<file path="src/rtl/fire_enc_pkg.sv">
package fire_enc_pkg;

    // Default code geometry: 265 information bits, 14 check bits.
    localparam int unsigned INFO_BITS_DEF  = 265;
    localparam int unsigned CHECK_BITS_DEF = 14;

    // Low-order generator coefficients; the X^CHECK_BITS term is implicit.
    // X^11 + X^9 + X^5 + X^2 + 1
    localparam logic [CHECK_BITS_DEF-1:0] GEN_TAPS_DEF = 14'h0A25;

    typedef enum logic [1:0] {
        PH_IDLE  = 2'd0,
        PH_INFO  = 2'd1,
        PH_FLUSH = 2'd2
    } phase_e;

    // One symbol handed to the channel.
    typedef struct packed {
        logic vld;
        logic bit_val;
    } chan_sym_t;

    // Shift commands from the sequencer to the datapath.
    typedef struct packed {
        logic clear;
        logic info_shift;
        logic flush_shift;
    } shift_cmd_t;

endpackage

</file>
<file path="src/rtl/fire_enc_seq.sv">
module fire_enc_seq
    import fire_enc_pkg::*;
#(
    parameter int unsigned INFO_BITS  = INFO_BITS_DEF,
    parameter int unsigned CHECK_BITS = CHECK_BITS_DEF
) (
    input  logic       clk,
    input  logic       rst,
    input  logic       start_i,
    input  logic       din_vld_i,
    output phase_e     phase_o,
    output shift_cmd_t cmd_o
);

    localparam int unsigned SPAN  = (INFO_BITS > CHECK_BITS) ? INFO_BITS : CHECK_BITS;
    localparam int unsigned CNT_W = (SPAN > 1) ? $clog2(SPAN) : 1;
    localparam logic [CNT_W-1:0] INFO_LAST  = CNT_W'(INFO_BITS - 1);
    localparam logic [CNT_W-1:0] CHECK_LAST = CNT_W'(CHECK_BITS - 1);

    typedef struct packed {
        phase_e           phase;
        logic [CNT_W-1:0] idx;
    } seq_state_t;

    seq_state_t st_q, st_d;

    // Shift commands: a start pulse overrides everything else.
    always_comb begin
        cmd_o.clear       = start_i;
        cmd_o.info_shift  = !start_i && (st_q.phase == PH_INFO) && din_vld_i;
        cmd_o.flush_shift = !start_i && (st_q.phase == PH_FLUSH);
    end

    always_comb begin
        st_d = st_q;
        if (start_i) begin
            st_d.phase = PH_INFO;
            st_d.idx   = '0;
        end else begin
            unique case (st_q.phase)
                PH_INFO: begin
                    if (din_vld_i) begin
                        if (st_q.idx == INFO_LAST) begin
                            st_d.phase = PH_FLUSH;
                            st_d.idx   = '0;
                        end else begin
                            st_d.idx = st_q.idx + 1'b1;
                        end
                    end
                end
                PH_FLUSH: begin
                    if (st_q.idx == CHECK_LAST) begin
                        st_d.phase = PH_IDLE;
                        st_d.idx   = '0;
                    end else begin
                        st_d.idx = st_q.idx + 1'b1;
                    end
                end
                default: begin
                    st_d.phase = PH_IDLE;
                    st_d.idx   = '0;
                end
            endcase
        end
    end

    always_ff @(posedge clk) begin
        if (rst) begin
            st_q.phase <= PH_IDLE;
            st_q.idx   <= '0;
        end else begin
            st_q <= st_d;
        end
    end

    assign phase_o = st_q.phase;

    AST_START_ENTERS_INFO: assert property (@(posedge clk) disable iff (rst)
        start_i |=> (st_q.phase == PH_INFO && st_q.idx == '0))
        else $error("start did not open information phase");

    AST_GAP_HOLDS_COUNT: assert property (@(posedge clk) disable iff (rst)
        (st_q.phase == PH_INFO && !din_vld_i && !start_i) |=> $stable(st_q.idx))
        else $error("count moved without valid input");

    AST_FLUSH_ENDS: assert property (@(posedge clk) disable iff (rst)
        (st_q.phase == PH_FLUSH && st_q.idx == CHECK_LAST && !start_i) |=> (st_q.phase == PH_IDLE))
        else $error("check phase overran");

    AST_INFO_TO_FLUSH: assert property (@(posedge clk) disable iff (rst)
        (st_q.phase == PH_INFO && st_q.idx == INFO_LAST && din_vld_i && !start_i) |=> (st_q.phase == PH_FLUSH))
        else $error("check phase not entered after last bit");

    AST_IDX_RANGE: assert property (@(posedge clk) disable iff (rst)
        (st_q.phase == PH_FLUSH) |-> (st_q.idx <= CHECK_LAST))
        else $error("flush index out of range");

endmodule

</file>
<file path="src/rtl/fire_enc_rem.sv">
module fire_enc_rem
    import fire_enc_pkg::*;
#(
    parameter int unsigned           CHECK_BITS = CHECK_BITS_DEF,
    parameter logic [CHECK_BITS-1:0] GEN_TAPS   = GEN_TAPS_DEF
) (
    input  logic       clk,
    input  logic       rst,
    input  shift_cmd_t cmd_i,
    input  logic       din_i,
    output logic       msb_o
);

    localparam int unsigned MSB = CHECK_BITS - 1;

    logic [CHECK_BITS-1:0] rem_q, rem_d;
    logic fb;
    logic feed;

    // Feedback: the outgoing stage combined with the incoming bit.
    // It is active only while information bits are being divided.
    assign fb   = rem_q[MSB] ^ din_i;
    assign feed = cmd_i.info_shift & fb;

    for (genvar s = 0; s < CHECK_BITS; s++) begin : g_stage
        if (s == 0) begin : g_low
            if (GEN_TAPS[0]) begin : g_tap
                assign rem_d[0] = feed;
            end else begin : g_notap
                assign rem_d[0] = 1'b0;
            end
        end else begin : g_mid
            if (GEN_TAPS[s]) begin : g_tap
                assign rem_d[s] = rem_q[s-1] ^ feed;
            end else begin : g_notap
                assign rem_d[s] = rem_q[s-1];
            end
        end
    end

    always_ff @(posedge clk) begin
        if (rst) begin
            rem_q <= '0;
        end else if (cmd_i.clear) begin
            rem_q <= '0;
        end else if (cmd_i.info_shift || cmd_i.flush_shift) begin
            rem_q <= rem_d;
        end
    end

    assign msb_o = rem_q[MSB];

    AST_CLEAR_ZERO: assert property (@(posedge clk) disable iff (rst)
        cmd_i.clear |=> (rem_q == '0))
        else $error("remainder not cleared by start");

    AST_FLUSH_NO_FEEDBACK: assert property (@(posedge clk) disable iff (rst)
        cmd_i.flush_shift |=> (rem_q[MSB:1] == $past(rem_q[MSB-1:0]) && !rem_q[0]))
        else $error("feedback active during check phase");

    AST_IDLE_HOLDS: assert property (@(posedge clk) disable iff (rst)
        (!cmd_i.clear && !cmd_i.info_shift && !cmd_i.flush_shift) |=> $stable(rem_q))
        else $error("remainder changed without command");

endmodule

</file>
<file path="src/rtl/fire_enc_mux.sv">
module fire_enc_mux
    import fire_enc_pkg::*;
(
    input  logic       clk,
    input  logic       rst,
    input  shift_cmd_t cmd_i,
    input  logic       din_i,
    input  logic       rem_msb_i,
    output chan_sym_t  sym_o
);

    chan_sym_t sym_d;

    always_comb begin
        sym_d.vld = cmd_i.info_shift | cmd_i.flush_shift;
        if (cmd_i.info_shift) begin
            sym_d.bit_val = din_i;
        end else if (cmd_i.flush_shift) begin
            sym_d.bit_val = rem_msb_i;
        end else begin
            sym_d.bit_val = 1'b0;
        end
    end

    always_ff @(posedge clk) begin
        if (rst) begin
            sym_o <= '0;
        end else begin
            sym_o <= sym_d;
        end
    end

    AST_ONE_SOURCE: assert property (@(posedge clk) disable iff (rst)
        $onehot0({cmd_i.info_shift, cmd_i.flush_shift}))
        else $error("both output sources selected");

    AST_FLUSH_BIT: assert property (@(posedge clk) disable iff (rst)
        cmd_i.flush_shift |=> (sym_o.vld && sym_o.bit_val == $past(rem_msb_i)))
        else $error("check bit not taken from register top");

endmodule

</file>
<file path="src/rtl/fire_enc.sv">
module fire_enc
    import fire_enc_pkg::*;
#(
    parameter int unsigned           INFO_BITS  = INFO_BITS_DEF,
    parameter int unsigned           CHECK_BITS = CHECK_BITS_DEF,
    parameter logic [CHECK_BITS-1:0] GEN_TAPS   = GEN_TAPS_DEF
) (
    input  logic clk,
    input  logic rst,
    input  logic start_i,
    input  logic din_i,
    input  logic din_vld_i,
    output logic dout_o,
    output logic dout_vld_o,
    output logic busy_o
);

    phase_e     phase;
    shift_cmd_t cmd;
    logic       rem_msb;
    chan_sym_t  sym;

    fire_enc_seq #(
        .INFO_BITS  (INFO_BITS),
        .CHECK_BITS (CHECK_BITS)
    ) u_seq (
        .clk       (clk),
        .rst       (rst),
        .start_i   (start_i),
        .din_vld_i (din_vld_i),
        .phase_o   (phase),
        .cmd_o     (cmd)
    );

    fire_enc_rem #(
        .CHECK_BITS (CHECK_BITS),
        .GEN_TAPS   (GEN_TAPS)
    ) u_rem (
        .clk   (clk),
        .rst   (rst),
        .cmd_i (cmd),
        .din_i (din_i),
        .msb_o (rem_msb)
    );

    fire_enc_mux u_mux (
        .clk       (clk),
        .rst       (rst),
        .cmd_i     (cmd),
        .din_i     (din_i),
        .rem_msb_i (rem_msb),
        .sym_o     (sym)
    );

    assign dout_o     = sym.bit_val;
    assign dout_vld_o = sym.vld;
    assign busy_o     = (phase != PH_IDLE);

    AST_PASS_THROUGH: assert property (@(posedge clk) disable iff (rst)
        (phase == PH_INFO && din_vld_i && !start_i) |=> (dout_vld_o && dout_o == $past(din_i)))
        else $error("information bit not forwarded");

    AST_GAP_NO_OUTPUT: assert property (@(posedge clk) disable iff (rst)
        (phase == PH_INFO && !din_vld_i) |=> !dout_vld_o)
        else $error("output during input gap");

    AST_FLUSH_VALID: assert property (@(posedge clk) disable iff (rst)
        (phase == PH_FLUSH && !start_i) |=> dout_vld_o)
        else $error("check bit missing");

    AST_IDLE_QUIET: assert property (@(posedge clk) disable iff (rst)
        (phase == PH_IDLE) |=> !dout_vld_o)
        else $error("output while idle");

    AST_BUSY_ON_START: assert property (@(posedge clk) disable iff (rst)
        start_i |=> busy_o)
        else $error("busy not raised by start");

endmodule

</file>
<file path="config.mk">
export PLATFORM = sky130hd
export DESIGN_NAME = fire_enc
export DESIGN_NICKNAME = d
export VERILOG_FILES = /design/src/rtl/fire_enc_pkg.sv /design/src/rtl/fire_enc_seq.sv /design/src/rtl/fire_enc_rem.sv /design/src/rtl/fire_enc_mux.sv /design/src/rtl/fire_enc.sv
export SDC_FILE = /design/constraint.sdc
export NUM_CORES = 1
export LEC_CHECK = 0
export BUFFER_PORTS_ARGS = -buffer_cell sky130_fd_sc_hd__buf_2
export CORE_MARGIN = 2
export CORE_UTILIZATION = 40
export CTS_BUF_LIST = sky130_fd_sc_hd__clkbuf_2
export CTS_CLUSTER_DIAMETER = 50
export DETAILED_ROUTE_END_ITERATION = 10
export GPL_TIMING_DRIVEN = 0
export PLACE_DENSITY = 0.64
export SETUP_SLACK_MARGIN = 0.3
export SLEW_MARGIN = 20
export SYNTH_ARGS = -nofsm -noshare
export SYNTH_HDL_FRONTEND = slang
export SYNTH_SLANG_ARGS = --single-unit
export TNS_END_PERCENT = 50
</file>
<file path="constraint.sdc">
create_clock -name clk -period 1.9 [get_ports clk]
set_input_delay 0.38 -clock clk [delete_from_list [all_inputs] [get_ports clk]]
set_output_delay 0.38 -clock clk [all_outputs]
set_load 0.005 [all_outputs]
</file>
# ---- Word-level counts from Yosys, hierarchy flattened
# Cells that the tools add are included.
# W data, S select, Z words.
dict set report word_totals {
  elab_cells 42
  in_bits 5
  register_bits 27
  out_inout_bits 3
}
dict set report classes {
  bitwise 7
  reduce_logical 9
  mux 9
  n_addsub 1
  eq_ne 10
}
# operator n
set op_table {}
lappend op_table {{$pmux W11 S2} 1}
lappend op_table {{$mux W9} 2}
lappend op_table {{$mux W11} 1}
lappend op_table {{$mux W10} 1}
lappend op_table {{$add A9 B1 Y9 const B} 1}
lappend op_table {{$eq A9 B4 Y1 const B} 1}
lappend op_table {{$eq A9 B9 Y1 const B} 1}
lappend op_table {{$ne A3 B3 Y1 const B} 3}
lappend op_table {{$ne A2 B2 Y1 const B} 3}
lappend op_table {{$reduce_and A3 Y1} 2}
lappend op_table {{$xor A1 B1 Y1} 5}
lappend op_table {{$mux W2} 2}
lappend op_table {{$logic_and A1 B1 Y1} 3}
lappend op_table {{$eq A2 B1 Y1 const B} 1}
lappend op_table {{$eq A2 B2 Y1 const B} 1}
lappend op_table {{$mux W1} 2}
lappend op_table {{$reduce_bool A2 Y1} 1}
lappend op_table {{$reduce_or A2 Y1} 1}
lappend op_table {{$and A1 B1 Y1} 1}
lappend op_table {{$logic_not A1 Y1} 1}
lappend op_table {{$logic_or A1 B1 Y1} 1}
lappend op_table {{$or A1 B1 Y1} 1}

# ---- Logic depth before layout (Yosys ltp)
dict set report logic_depth {
  ltp_word 5
  mapped_depth 7
  depth_no_buf 6
}

# ---- Hierarchy
# A second synthesis with hierarchy kept.
dict set report unflattened {
  hier_cells 175
  area_unflattened_um2 1498.9
}
# module instances seq_area_each_um2 area_each_um2 cells_each
set modules_own_cells {}
lappend modules_own_cells {fire_enc_seq 1 220.2 849.6 104}
lappend modules_own_cells {fire_enc_rem 1 280.3 579.3 63}
lappend modules_own_cells {fire_enc_mux 1 40.0 63.8 7}
lappend modules_own_cells {fire_enc 1 0.0 6.3 1}

# ---- Worst setup path after synthesis
# OpenSTA, ideal clock, no wires.
dict set report synth_path {
  path_kind {reg2reg}
  from {register u_seq.phase_o[1] (netlist name)}
  to {register u_rem.rem_q[0]}
  setup_slack_ns 0.417
  t_required_ns 1.783
  synth_period_minus_slack_ns 1.483
  path_stages_with_launch 8
  path_buffers 1
  t_arrival_ns 1.366
  setup_time_ns 0.117
  cell_sequence {dfxtp_1 -> inv_1 -> ha_1 -> a21oi_1 -> or2_2 -> clkbuf_1 -> a21oi_1 -> nor2_1}
}
dict set report synth_between {
  elab_chain_cells 4
  word_cells_on_any_way 7
  classes_between {2 x eq/ne; 1 x bitwise; 4 x reduce/logical}
}
# item line_no
set synth_rtl {}
lappend synth_rtl {{$eq A2 B1 Y1} fire_enc_seq.sv:30} ;# cmd_o.info_shift = !start_i && (st_q.phase == PH_INFO) && din_vld_i;
lappend synth_rtl {{$logic_and A1 B1 Y1 (2 in a row)} fire_enc_seq.sv:30}
lappend synth_rtl {{$and A1 B1 Y1 / $logic_or A1 B1 Y1 (equally long branches)} {fire_enc_rem.sv:23, fire_enc_rem.sv:46}}
lappend synth_rtl {{end signal: assignment} fire_enc_rem.sv:47} ;# rem_q <= rem_d;
lappend synth_rtl {{end: declaration} fire_enc_rem.sv:16} ;# logic [CHECK_BITS-1:0] rem_q, rem_d;
# Several ways; a longest one is shown, not always the timed one.
# A chain may end at the register's enable or synchronous reset.

# ---- Worst setup path in the final report
dict set report layout_path {
  from {register u_seq.phase_o[0] (netlist name)}
  to {register u_seq.st_q[7] in the netlist's numbering}
}
dict set report layout_between {
  elab_chain_cells 2
  word_cells_on_any_way 4
  classes_between {3 x eq/ne; 1 x mux}
}
# item line_no
set layout_rtl {}
lappend layout_rtl {{$eq A2 B2 Y1 / $eq A2 B1 Y1 (equally long branches)} fire_enc_seq.sv:40} ;# unique case (st_q.phase)
lappend layout_rtl {{$pmux W11 S2 / $ne A2 B2 Y1 (equally long branches)} -}
lappend layout_rtl {{end signal: assignment} fire_enc_seq.sv:72} ;# st_q <= st_d;
lappend layout_rtl {{end: declaration} fire_enc_seq.sv:25} ;# seq_state_t st_q, st_d;
# Several ways; a longest one is shown, not always the timed one.

==> run metrics <==
total number of vias approximately 1400; antenna violations before repair 0; final critical delay including setup and external delays 1.63 ns; number of distinct library cells after synthesis 35; Detailed Routing Iterations Pass 1 4; top post-synthesis cells by area sky130_fd_sc_hd__dfxtp_1 (38%), sky130_fd_sc_hd__nand2_1 (8.5%), sky130_fd_sc_hd__a21oi_1 (5.7%); sort of element at the start of the critical path flip-flop; all-layer global routing usage between 10% and 20%; worst setup path endpoint u_seq.st_q[7]$_SDFFE_PP0P_; total routed wirelength ~3600 µm; Die Span X 63.4 µm; reg-to-reg endpoint u_seq.st_q[7]$_SDFFE_PP0P_; Post-Layout Inst Area between 0.0015 and 0.002 mm²; sequential cell area fraction in the yosys report 38.3%; Worst EP required ~2.2 ns; part of the cycle the worst path needs ~86%; post-detail-place hpwl 2270 µm; TritonCTS sink count 27; DRC viols 0; placer congestion estimate between 0.8 and 0.9; crit path DAT 1.97 ns; setup clock skew after layout around 0.014 ns; routed length per instance approximately 15 µm; number of antenna-violating nets in the routed design 0; adder-cell share of the synthesized area between 5 and 6%; reported leakage power 0.000592 µW; number of antenna diodes 0; Clk Latency, worst-skew pair 0.38 ns; cell type with the highest aggregate area in the netlist sky130_fd_sc_hd__dfxtp_1; peak fanout along the critical path 5; Mapped Cells between 150 and 200; maximum clock insertion buffer count 2; Synth warnings 0; Maximum Capacitance Violations 0; clock-pin slew on the worst setup and hold paths 0.28 ns; post-synthesis simple-gate area fraction approximately a quarter; Setup Crit Path Kind reg -> reg; unrepaired setup endpoints after global routing true; Synth Area in Compound Gates 21.7%; top-area cell type share of the netlist area 38.3%; FMAX 613 MHz; number of I/O pins 8; Core Rows 21; final-report hold violation count 0; Placeable Area around 0.0034 mm²; power per standard cell area between 500 and 600 mW/mm²; Slew HR between 60% and 70%; grt ovf 0; Worst setup startpoint u_seq.phase_o[0]$_SDFFE_PP0P_; Clock Root Buffer sky130_fd_sc_hd__clkbuf_2; per-instance average area after synthesis a little over 8 µm²; global-route wire length before repair ~5800 µm; Fill cells 353; slew of the pin with the lowest slew margin roughly 0.50 ns; post-synth net total between 150 and 200; critical path's largest stage delay ~0.4 ns; Total Negative Setup Slacks 0 ns; number of register bits inferred by synthesis 27; Crit Reg-Reg Startpoint u_seq.phase_o[0]$_SDFFE_PP0P_; effective utilization at floorplan 41.9%; CP Cell Sequence inv_2 -> ha_2 -> inv_1 -> a41oi_2 -> buf_6 -> o2111ai_2 -> a31oi_1; result of the run finished, final reports clean; Mapped Area between 0.001 and 0.0015 mm²; Max stage delay cell, worst path sky130_fd_sc_hd__dfxtp_2; full die area around 0.0040 mm²; flop-to-flop setup slack 0.27 ns; Register-to-Register Path Depth 7; clock tree from TritonCTS built; height of the chip between 60 and 70 µm; DR vias/cell 5.65; Critical Path End Type flip-flop; Pins Over Slew Limit 0; share of synthesized area spent on multiplexers 0%; fraction of final layout cells sized beyond drive strength 1 30.6%; Final setup violation count 0; area overhead of the layout relative to synthesis 23.5%; initial detailed-routing violation count between 60 and 70; number of clock buffers inserted by TritonCTS 3; vias in the first global route approximately 1300; count of buffers from port buffering 7; total placed instance area about 0.0015 mm²; worst ir drop on vdd roughly 0.5 mV; xor and xnor area share after synthesis just over 3%; H-tree lvl count 1; total number of nets in the final design 205; worst min-delay path category in -> reg; largest net degree at the start of global routing 17; largest family of logic cells by synthesized area simple AND/OR/NAND/NOR gates
## what timing repair did
| action | in CTS | in global routing |
|---|---|---|
| pin swaps | 2 | 11 |
| gates resized for setup | 13 | 27 |
| gates cloned | 0 | 2 |
| endpoints found under the setup margin | 25 | 22 |
| buffers inserted | 4 | 5 |
| hold buffers | 0 | 0 |
## metrics by stage
stage | hold WS (ns) | utilization, % | cells | power, µW | worst slack, ns
2_1_floorplan | 0.432 | - | 171 | 633 | 0.417
3_3_place_gp | 0.437 | 44.7 | 224 | 658 | 0.149
3_5_place_dp | 0.448 | 44.7 | 224 | 660 | 0.0946
4_1_cts | 0.168 | 47.4 | 232 | 893 | 0.291
5_1_grt | 0.160 | 51.8 | 239 | 944 | 0.162
6_report | 0.154 | 51.8 | 239 | 910 | 0.269
## sequential cells by signal, indices dropped and copies added, names as in the netlist
| register | count |
|---|---|
| u_rem.rem_q | 14 |
| u_mux.sym_o | 2 |
| u_seq.phase_o | 2 |
| u_seq.st_q | 9 |
## layout make-up
| class | instances | area [µm²] | area share [%] |
|---|---|---|---|
| multi-input combinational | 126 | 887 | 50.9 |
| inverter | 6 | 22.5 | 1.29 |
| buffer | 12 | 77.6 | 4.45 |
| clock inverter | 1 | 7.51 | 0.431 |
| timing repair buffer | 18 | 125 | 7.18 |
| tap | 46 | 57.6 | 3.30 |
| clock buffer | 3 | 15.0 | 0.862 |
| sequential | 27 | 549 | 31.5 |
## cell usage in the layout, fill, tap and decap left out, types with 3 or more instances in the layout
cell type,instances
sky130_fd_sc_hd__nand2_1,32
sky130_fd_sc_hd__dfxtp_2,4
sky130_fd_sc_hd__nor4_1,3
sky130_fd_sc_hd__a211oi_1,4
sky130_fd_sc_hd__buf_4,9
sky130_fd_sc_hd__dfxtp_1,22
sky130_fd_sc_hd__buf_6,5
sky130_fd_sc_hd__clkbuf_2,5
sky130_fd_sc_hd__o2111ai_1,3
sky130_fd_sc_hd__o2111ai_2,3
sky130_fd_sc_hd__a21oi_1,15
sky130_fd_sc_hd__inv_2,3
sky130_fd_sc_hd__inv_1,3
sky130_fd_sc_hd__nor3_1,3
sky130_fd_sc_hd__o221ai_1,3
sky130_fd_sc_hd__xnor2_1,5
sky130_fd_sc_hd__o211ai_1,7
sky130_fd_sc_hd__buf_2,13
sky130_fd_sc_hd__nand3_1,7
sky130_fd_sc_hd__nor2_1,11
## logic make-up after synthesis
kind of cell / Yosys count
buffers and inverters: 18
AOI/OAI and AO/OA: 44
xor gates and xnor gates: 5
and+or+nand+nor: 71
adders and majority gates: 6
DFF: 27
## per-layer routing
layer | wire [µm] | global-route usage, % | up-vias
met2 | 1830 | 29.9 | 49
met3 | 153 | 2.68 | 11
li1 | - | - | 651
met1 | 1580 | 23.0 | 640
met5 | 0 | 0 | -
met4 | 73 | 5.43 | 0
## worst min path at each step
stage / from / endpoint / depth (start not counted)
after floorplan: u_rem.rem_q[6]$_SDFFE_PP0P_ / u_rem.rem_q[7]$_SDFFE_PP0P_ / 2
final: rst / u_mux.sym_o[1]$_SDFF_PP0_ / 2
after global routing: rst / u_mux.sym_o[1]$_SDFF_PP0_ / 2
after CTS: rst / u_mux.sym_o[1]$_SDFF_PP0_ / 2
after detailed placement: u_rem.rem_q[0]$_SDFFE_PP0P_ / u_rem.rem_q[1]$_SDFFE_PP0P_ / 2
after global placement: u_rem.rem_q[0]$_SDFFE_PP0P_ / u_rem.rem_q[1]$_SDFFE_PP0P_ / 2
## Yosys cell counts
cell	instances
sky130_fd_sc_hd__o31ai_1	1
sky130_fd_sc_hd__buf_2	6
sky130_fd_sc_hd__and3_1	2
sky130_fd_sc_hd__dfxtp_1	27
sky130_fd_sc_hd__nand4_1	1
sky130_fd_sc_hd__clkbuf_1	4
sky130_fd_sc_hd__a21oi_1	16
sky130_fd_sc_hd__ha_1	6
sky130_fd_sc_hd__o211ai_1	7
sky130_fd_sc_hd__a21boi_1	1
sky130_fd_sc_hd__or2_2	1
sky130_fd_sc_hd__inv_1	6
sky130_fd_sc_hd__o21a_1	1
sky130_fd_sc_hd__a211oi_1	4
sky130_fd_sc_hd__o21ai_1	1
sky130_fd_sc_hd__o2111ai_1	6
sky130_fd_sc_hd__nor2b_1	2
sky130_fd_sc_hd__buf_6	2
sky130_fd_sc_hd__nor3_4	1
sky130_fd_sc_hd__o221ai_1	3
sky130_fd_sc_hd__nor2_1	12
sky130_fd_sc_hd__o211a_1	1
sky130_fd_sc_hd__nor4b_2	2
sky130_fd_sc_hd__a31oi_1	1
sky130_fd_sc_hd__o21ai_0	1
sky130_fd_sc_hd__xnor2_1	5
sky130_fd_sc_hd__nor4_1	3
sky130_fd_sc_hd__nor3_1	3
sky130_fd_sc_hd__nand2b_1	2
sky130_fd_sc_hd__nor3b_1	1
sky130_fd_sc_hd__or2_1	1
sky130_fd_sc_hd__a41oi_2	1
sky130_fd_sc_hd__nand3_1	7
sky130_fd_sc_hd__nor4bb_1	1
sky130_fd_sc_hd__nand2_1	32
## critical path, delay by kind of cell (launching register included)
kind	cells	cell delay, ns
flip-flops	1	0.41
buffers and inverters	3	0.34
adder cells (fa/ha/maj)	1	0.21
AO/OA/AOI/OAI	3	0.62
## power by group
part           switching (µW)  total (µW)  internal (µW)
clock                     188         237           48.7
combinational            61.2        97.6           36.3
sequential               3.60         575            572
total                     253         910            657
No activity file was read; power rests on OpenSTA's default activity.
